===== src/rtl/rtc_year_pkg.sv =====
package rtc_year_pkg;
    typedef enum logic {
        MODE_HALT  = 1'b0,
        MODE_COUNT = 1'b1
    } year_mode_e;

    function automatic logic [7:0] bcd_year_next(input logic [7:0] y);
        logic [3:0] lo;
        logic [3:0] hi;
        lo = y[3:0];
        hi = y[7:4];
        if (lo == 4'd9) begin
            lo = 4'd0;
            hi = (hi == 4'd9) ? 4'd0 : hi + 4'd1;
        end else begin
            lo = lo + 4'd1;
        end
        return {hi, lo};
    endfunction
endpackage


===== src/rtl/rtc_year_ctrl.sv =====
module rtc_year_ctrl
    import rtc_year_pkg::*;
(
    input  logic clk,
    input  logic rst_n,
    input  logic run_i,
    input  logic carry_i,
    input  logic wr_en_i,
    output logic load_o,
    output logic step_o,
    output logic counting_o
);
    year_mode_e mode_q;
    year_mode_e mode_d;

    always_comb begin
        mode_d = mode_q;
        unique case (mode_q)
            MODE_HALT:  if (run_i)  mode_d = MODE_COUNT;
            MODE_COUNT: if (!run_i) mode_d = MODE_HALT;
            default:    mode_d = MODE_HALT;
        endcase
    end

    always_ff @(posedge clk or negedge rst_n) begin
        if (!rst_n) mode_q <= MODE_HALT;
        else        mode_q <= mode_d;
    end

    always_comb begin
        load_o     = 1'b0;
        step_o     = 1'b0;
        counting_o = 1'b0;
        unique case (mode_q)
            MODE_HALT:  load_o = wr_en_i;
            MODE_COUNT: begin
                step_o     = carry_i;
                counting_o = 1'b1;
            end
            default: ;
        endcase
    end
endmodule


===== src/rtl/rtc_bcd_digit.sv =====
module rtc_bcd_digit #(
    parameter int DIGIT_W = 4
) (
    input  logic               clk,
    input  logic               load_i,
    input  logic [DIGIT_W-1:0] load_val_i,
    input  logic               step_i,
    output logic [DIGIT_W-1:0] val_o
);
    localparam logic [DIGIT_W-1:0] TOP = DIGIT_W'(9);

    logic [DIGIT_W-1:0] val_q;

    always_ff @(posedge clk) begin
        if (load_i)
            val_q <= load_val_i;
        else if (step_i)
            val_q <= (val_q == TOP) ? '0 : val_q + DIGIT_W'(1);
    end

    assign val_o = val_q;
endmodule


===== src/rtl/rtc_leap_detect.sv =====
module rtc_leap_detect #(
    parameter int DIGIT_W = 4
) (
    input  logic [DIGIT_W-1:0] units_i,
    input  logic               tens_odd_i,
    output logic               leap_o
);
    logic mult4_even;
    logic mult4_odd;

    always_comb begin
        mult4_even = (units_i == DIGIT_W'(0)) || (units_i == DIGIT_W'(4)) ||
                     (units_i == DIGIT_W'(8));
        mult4_odd  = (units_i == DIGIT_W'(2)) || (units_i == DIGIT_W'(6));
        leap_o     = tens_odd_i ? mult4_odd : mult4_even;
    end
endmodule


===== src/rtl/rtc_year_reg.sv =====
module rtc_year_reg #(
    parameter int DIGIT_W    = 4,
    parameter int NUM_DIGITS = 2,
    localparam int YEAR_W    = DIGIT_W * NUM_DIGITS
) (
    input  logic              clk,
    input  logic              rst_n,
    input  logic              run_i,
    input  logic              month_carry_i,
    input  logic              wr_en_i,
    input  logic [YEAR_W-1:0] wr_data_i,
    output logic [YEAR_W-1:0] year_o,
    output logic              leap_o
);
    logic load_en;
    logic step_en;
    logic counting;
    logic [NUM_DIGITS-1:0] step_vec;
    logic [DIGIT_W-1:0]    dig [NUM_DIGITS];

    rtc_year_ctrl u_ctrl (
        .clk        (clk),
        .rst_n      (rst_n),
        .run_i      (run_i),
        .carry_i    (month_carry_i),
        .wr_en_i    (wr_en_i),
        .load_o     (load_en),
        .step_o     (step_en),
        .counting_o (counting)
    );

    assign step_vec[0] = step_en;

    for (genvar g = 0; g < NUM_DIGITS; g++) begin : g_digit
        if (g > 0) begin : g_ripple
            assign step_vec[g] = step_vec[g-1] && (dig[g-1] == DIGIT_W'(9));
        end
        rtc_bcd_digit #(.DIGIT_W(DIGIT_W)) u_dig (
            .clk        (clk),
            .load_i     (load_en),
            .load_val_i (wr_data_i[g*DIGIT_W +: DIGIT_W]),
            .step_i     (step_vec[g]),
            .val_o      (dig[g])
        );
        assign year_o[g*DIGIT_W +: DIGIT_W] = dig[g];
    end

    rtc_leap_detect #(.DIGIT_W(DIGIT_W)) u_leap (
        .units_i    (dig[0]),
        .tens_odd_i (dig[1][0]),
        .leap_o     (leap_o)
    );
endmodule


===== config.mk =====
export PLATFORM = sky130hd
export DESIGN_NAME = rtc_year_reg
export DESIGN_NICKNAME = d
export VERILOG_FILES = /design/src/rtl/rtc_year_pkg.sv /design/src/rtl/rtc_year_ctrl.sv /design/src/rtl/rtc_bcd_digit.sv /design/src/rtl/rtc_leap_detect.sv /design/src/rtl/rtc_year_reg.sv
export SDC_FILE = /design/constraint.sdc
export NUM_CORES = 1
export LEC_CHECK = 0
export BUFFER_PORTS_ARGS = -buffer_cell sky130_fd_sc_hd__buf_2
export CORE_AREA = 2 2 39 41
export CTS_CLUSTER_DIAMETER = 30
export DETAILED_ROUTE_END_ITERATION = 7
export DIE_AREA = 0 0 41 43
export GPL_TIMING_DRIVEN = 0
export PLACE_DENSITY = 0.79
export SLEW_MARGIN = 20
export SYNTH_ARGS = -nofsm -noshare
export SYNTH_HDL_FRONTEND = slang
export SYNTH_SLANG_ARGS = --single-unit

===== constraint.sdc =====
create_clock -name clk -period 3.4 [get_ports clk]
set_clock_uncertainty 0.1 [all_clocks]
set_input_delay 0.51 -clock clk [delete_from_list [all_inputs] [get_ports clk]]
set_output_delay 0.51 -clock clk [all_outputs]
set_load 0.01 [all_outputs]

==> flow_summary.toml, run 1 <==
[outcome]
status = "completed"

[sta]
final-hold-violation-count = 0
fmax_mhz = 530
drv_slew = 0
worst_slew_pin_slew_ns = 0.543
setup_viol = 0
finalCritPeriodShare_pct = 55.5
rsz0062_at_grt = "no"
maxSlewHeadroom_pct = 63.4
setup_tns_ns = 0
timing.hold.ws_ns = 0.239
min_period_ns = 1.89

[logic_synthesis]
synth_xor_area_share_pct = 3.29
netlist_instances = 57
netlist_area_sq_um = 533
synth.mux.area_fraction_pct = 0
synth-edff-count = 8
synth_fa_ha_area_share_pct = 0
synth_compound_area_share_pct = 17.1
seq_area_frac_synth_pct = 49.8
synth-simple-area-share_pct = 25.1
syn_nets = 70
ys.warnings.count = 0
ys_ff_latch = 9
synth-main-ff-cell = "edfxtp_1"
ys_async_sr_fraction_pct = 11.1
syn_avg_cell_area_sq_um = 9.35
synth_top_family_by_area = "simple AND/OR/NAND/NOR gates"
synth_cell_types = 19

[drt]
drt_iter0_drc = 7
firstDrtPassIters = 4
post_drt_wl_per_cell_um = 11.2
drt_wl_total_um = 1100
routed_via_density = 4.89
vias = 484
drc = 0
antenna_left = 0

[cts]
ctsRootBufferMaster = "clkbuf_4"
clk_path_buf_depth = 2
insertion_delay_ns = 0.27
h-tree-depth = 1
cts_inserted_buffers = 3
clock-sinks = 9
cts.clk_slew.worst_paths_ns = 0.07
cts_tree = "built"

[critical_path]
arrival_ns = 1.28
worstPathMaxFanout = 9
crit_slowest_cell = "edfxtp_1"
cp_slowest_stage_delay_ns = 0.50
reg2reg_slack_ns = 1.72
crit_family = "flip-flops"
criticalPathCategory = "register to output port"
cp_common_cell = "a21oi_1"
critPathCaptureType = "output port"
r2r_start = "g_digit[0].u_dig.val_o[2]"
crit_required_ns = 2.79
startpoint_type = "register"
path_cells = "a21oi_1 > nand2_1 > a21oi_1 > buf_2"
ff2ff_path_depth = 3
path_buf_inv = 1
reg2reg_to = "g_digit[1].u_dig.val_o[1]"

[min_path]
min_path_type = "input pin to register"
hold_end = "u_ctrl.mode_q"
whs_path_depth = 1
hold_path_startpoint = "run_i"

[finish]
post-route-util_pct = 50.3
fillers = 141
multi_input_area_sq_um = 243
areaGrowthSynthToFinish_pct = 30.5
fin_nets = 97
drive_above_1_share_pct = 38.6
regArea_sq_um = 265
mostFrequentLayoutCell = "buf_2"
n_antenna_cell = 0
final_cell_mix = "buf_2, nor2_1, edfxtp_1, nand2_1, a21oi_1"

[global_routing]
grt_pass1_vias = 397
gr-total-overflow = 0
grt_pass1_wl_um = 1640
antenna_found_initial = 0
grt_usage_pct = 14.4
grt_max_degree = 11

[floorplanning]
num_io_pins = 22
die_x_um = 41
start_util_pct = 38.5
die_h_um = 43
dieArea_sq_um = 1760
num_rows = 14
core_area_sq_um = 1380

[job]
drv_cap = 0

[pwr]
p_per_area_nw_per_um2 = 417
power.leakage_uw = 0.000303
finalPower_uw = 290
irDropWorstVdd_mv = 0.223

[placement]
io_buffers = 21
dp_hpwl_um = 788
gp_congestion = 0.747
-- cell type report --
| cell class | instances | share of cell area (%) |
|---|---|---|
| Multi-Input combinational cell | 43 | 34.9 |
| Sequential cell | 9 | 38.1 |
| Inverter | 2 | 1.08 |
| Buffer | 3 | 2.52 |
| Timing Repair Buffer | 22 | 16.5 |
| Tap cell | 16 | 2.88 |
| Clock buffer | 3 | 3.24 |
| Clock inverter | 1 | 0.719 |
-- repair_timing --
item,in CTS,in global routing
gates resized for setup,0,0
hold buffers,1,0
setup buffers,0,0
hold endpoints to repair,1,0
-- power breakdown --
group | switching, uW | internal (uW) | total (uW)
logic | 27.7 | 29.3 | 57.0
clock network | 44.2 | 43.6 | 87.8
registers | 11.9 | 134 | 146
-- flip-flops by register name, indices dropped and copies added, names as in the netlist --
| signal | count |
|---|---|
| g_digit.u_dig.val_o | 8 |
| u_ctrl.mode_q | 1 |
-- layer usage --
layer | part of all wire [%] | GRT usage, %
met5 | 0 | 0
met4 | 4.1 | 14.0
met3 | 5.1 | 1.57
met2 | 46 | 19.4
met1 | 45 | 18.6
-- stage by stage --
| step | instance area [sq um] | cells | setup slack, ns |
|---|---|---|---|
| 3_3_place_gp | 658 | 94 | 1.62 |
| 3_5_place_dp | 658 | 94 | 1.59 |
| 6_report | 696 | 99 | 1.51 |
| 4_1_cts | 696 | 99 | 1.52 |
| 2_1_floorplan | 533 | 57 | 1.85 |
| 5_1_grt | 696 | 99 | 1.43 |
-- cells in the mapped netlist (2+ instances only) --
master	number	area share, %
nand3b_1	4	5.6
nand2_1	7	4.9
nand2b_1	2	2.3
xor2_1	2	3.3
nor2b_1	3	3.5
nor2_1	8	5.6
o21ai_0	4	3.8
edfxtp_1	8	45
buf_2	2	1.9
a31oi_1	3	3.5
a21oi_1	6	5.6
-- worst max path at each step --
stage                     depth (start not counted)                 startpoint                         to
after floorplan                                   3  g_digit[0].u_dig.val_o[2]  g_digit[1].u_dig.val_o[0]
after global placement                            5                    wr_en_i  g_digit[1].u_dig.val_o[1]
after detailed placement                          5                    wr_en_i  g_digit[1].u_dig.val_o[1]
after CTS                                         4  g_digit[0].u_dig.val_o[1]                     leap_o
after global routing                              4  g_digit[0].u_dig.val_o[1]                     leap_o
final                                             4  g_digit[0].u_dig.val_o[1]                     leap_o
-- cells by family after synthesis --
| kind of cell | Yosys count |
|---|---|
| and+or+nand+nor | 26 |
| xor gates and xnor gates | 2 |
| AOI/OAI and AO/OA | 15 |
| buffers and inverters | 5 |
| DFF | 9 |
Power figures use the tool's default switching activity.
==> inputs of run 2 (changes only) <==
==> constraint.sdc (replaced) <==
create_clock -name clk -period 1.8 [get_ports clk]
set_clock_uncertainty 0.1 [all_clocks]
set_input_delay 0.27 -clock clk [delete_from_list [all_inputs] [get_ports clk]]
set_output_delay 0.27 -clock clk [all_outputs]
set_load 0.01 [all_outputs]
==> flow_summary.toml, run 2 (synthesis results as in run 1) <==
[placement]
io_buffers = 21
dp_hpwl_um = 788
gp_congestion = 0.747

[cts]
insertion_delay_ns = 0.27
clock-sinks = 9
clk_path_buf_depth = 2
cts_tree = "built"
cts_setup_buffers = 0
h-tree-depth = 1
cts_inserted_buffers = 3
cts.clk_slew.worst_paths_ns = 0.07
ctsRootBufferMaster = "clkbuf_4"

[floorplanning]
num_rows = 14
die_h_um = 43
dieArea_sq_um = 1760
num_io_pins = 22
start_util_pct = 38.5
die_x_um = 41
core_area_sq_um = 1380

[sta]
worst_slew_pin_slew_ns = 0.355
final-hold-violation-count = 0
finalCritPeriodShare_pct = 91.6
setup_viol = 0
drv_slew = 0
min_period_ns = 1.65
rsz0062_at_grt = "no"
maxSlewHeadroom_pct = 76.2
fmax_mhz = 607
setup_tns_ns = 0

[critical_path]
worstPathMaxFanout = 9
crit_required_ns = 1.43
critPathCaptureType = "output port"
ff2ff_path_depth = 4
criticalPathCategory = "register to output port"
reg2reg_slack_ns = 0.27
startpoint_type = "register"
arrival_ns = 1.28

[finish]
fin_nets = 97
areaGrowthSynthToFinish_pct = 30.5
final_cell_mix = "buf_2, nor2_1, edfxtp_1, nand2_1, a21oi_1"
multi_input_area_sq_um = 243
largest_reg_flops = 8
mostFrequentLayoutCell = "buf_2"
n_antenna_cell = 0
drive_above_1_share_pct = 38.6
fillers = 141
regArea_sq_um = 265

[outcome]
status = "completed"

[global_routing]
antenna_found_initial = 0
grt_pass1_wl_um = 1640
grt_pass1_vias = 397
gr-total-overflow = 0
grt_usage_pct = 14.4
grt_max_degree = 11

[min_path]
min_path_type = "input pin to register"
whs_path_depth = 1

[pwr]
finalPower_uw = 547
internal_power_uw = 390
combPwrFrac_pct = 19.7
p_per_area_nw_per_um2 = 786
irDropWorstVdd_mv = 0.421
p_seq_share_pct = 50.3
p_switching_uw = 157
power.leakage_uw = 0.000303
pwr-share-clk_pct = 30.0
sw_frac_of_total_pct = 28.6

[drt]
drt_wl_total_um = 1100
drc = 0
antenna_left = 0
drt_iter0_drc = 7
routed_via_density = 4.90
post_drt_wl_per_cell_um = 11.2
vias = 485
firstDrtPassIters = 4

[job]
drv_cap = 0
==> run 2: cell counts in the layout (fill, tap and decap cells not counted) <==
Identical to the previous run, type by type.
==> run 2: cell type report <==
cell class | instances | area share [%]
repair buffers | 22 | 16.5
well taps | 16 | 2.88
clock buffers | 3 | 3.24
multi-input cells | 43 | 34.9
plain buffers | 3 | 2.52
inverters | 2 | 1.08
flip-flops and latches | 9 | 38.1
clock inverters | 1 | 0.719
==> run 2: path summary, 6_finish.rpt <==
check / startpoint / to
max reg2reg: u_ctrl.mode_q / g_digit[1].u_dig.val_o[1]
min: run_i / u_ctrl.mode_q
max in group asynchronous: rst_n / u_ctrl.mode_q
min reg2reg: u_ctrl.mode_q / g_digit[0].u_dig.val_o[0]
min in group asynchronous: rst_n / u_ctrl.mode_q
max: g_digit[0].u_dig.val_o[1] / leap_o
==> run 2: power groups by stage <==
stage	clock, uW	combinational [uW]	sequential (uW)
final	164	108	275
after global routing	174	122	278
after CTS	165	109	275
after detailed placement	0	107	280
after global placement	0	104	279
after floorplan	0	61.7	282
==> run 2: timing repair <==
item                                   CTS  global route
hold buffers                             1             0
resized for setup                        0             1
setup endpoints to repair                0             4
endpoints found under the hold margin    1             0
==> run 2: critical path, cell delays in order, from the launching register on <==
cell and delay (ns):
edfxtp_1 0.50, a21oi_1 0.17, nand2_1 0.07, a21oi_1 0.13
buf_2 0.15
==> run 2: through the flow <==
| stage | setup WS [ns] | util (%) | instances | hold WS, ns | area (sq um) |
|---|---|---|---|---|---|
| final | 0.152 | 50.3 | 99 | 0.00261 | 696 |
| after global routing | 0.0742 | 50.3 | 99 | 0.00181 | 696 |
| after CTS | 0.0782 | 50.3 | 99 | 0.000529 | 696 |
| after detailed placement | 0.0989 | 47.6 | 94 | -0.0537 | 658 |
| after global placement | 0.119 | 47.6 | 94 | -0.0535 | 658 |
| after floorplan | 0.246 | - | 57 | -0.126 | 533 |
==> run 2: layer usage <==
layer / share of wire, % / up-vias / global-route usage [%]
li1: - / 250 / -
met1: 44 / 216 / 18.6
met2: 47 / 15 / 19.4
met3: 5.1 / 4 / 1.57
met4: 4.1 / 0 / 14.0
met5: 0 / - / 0
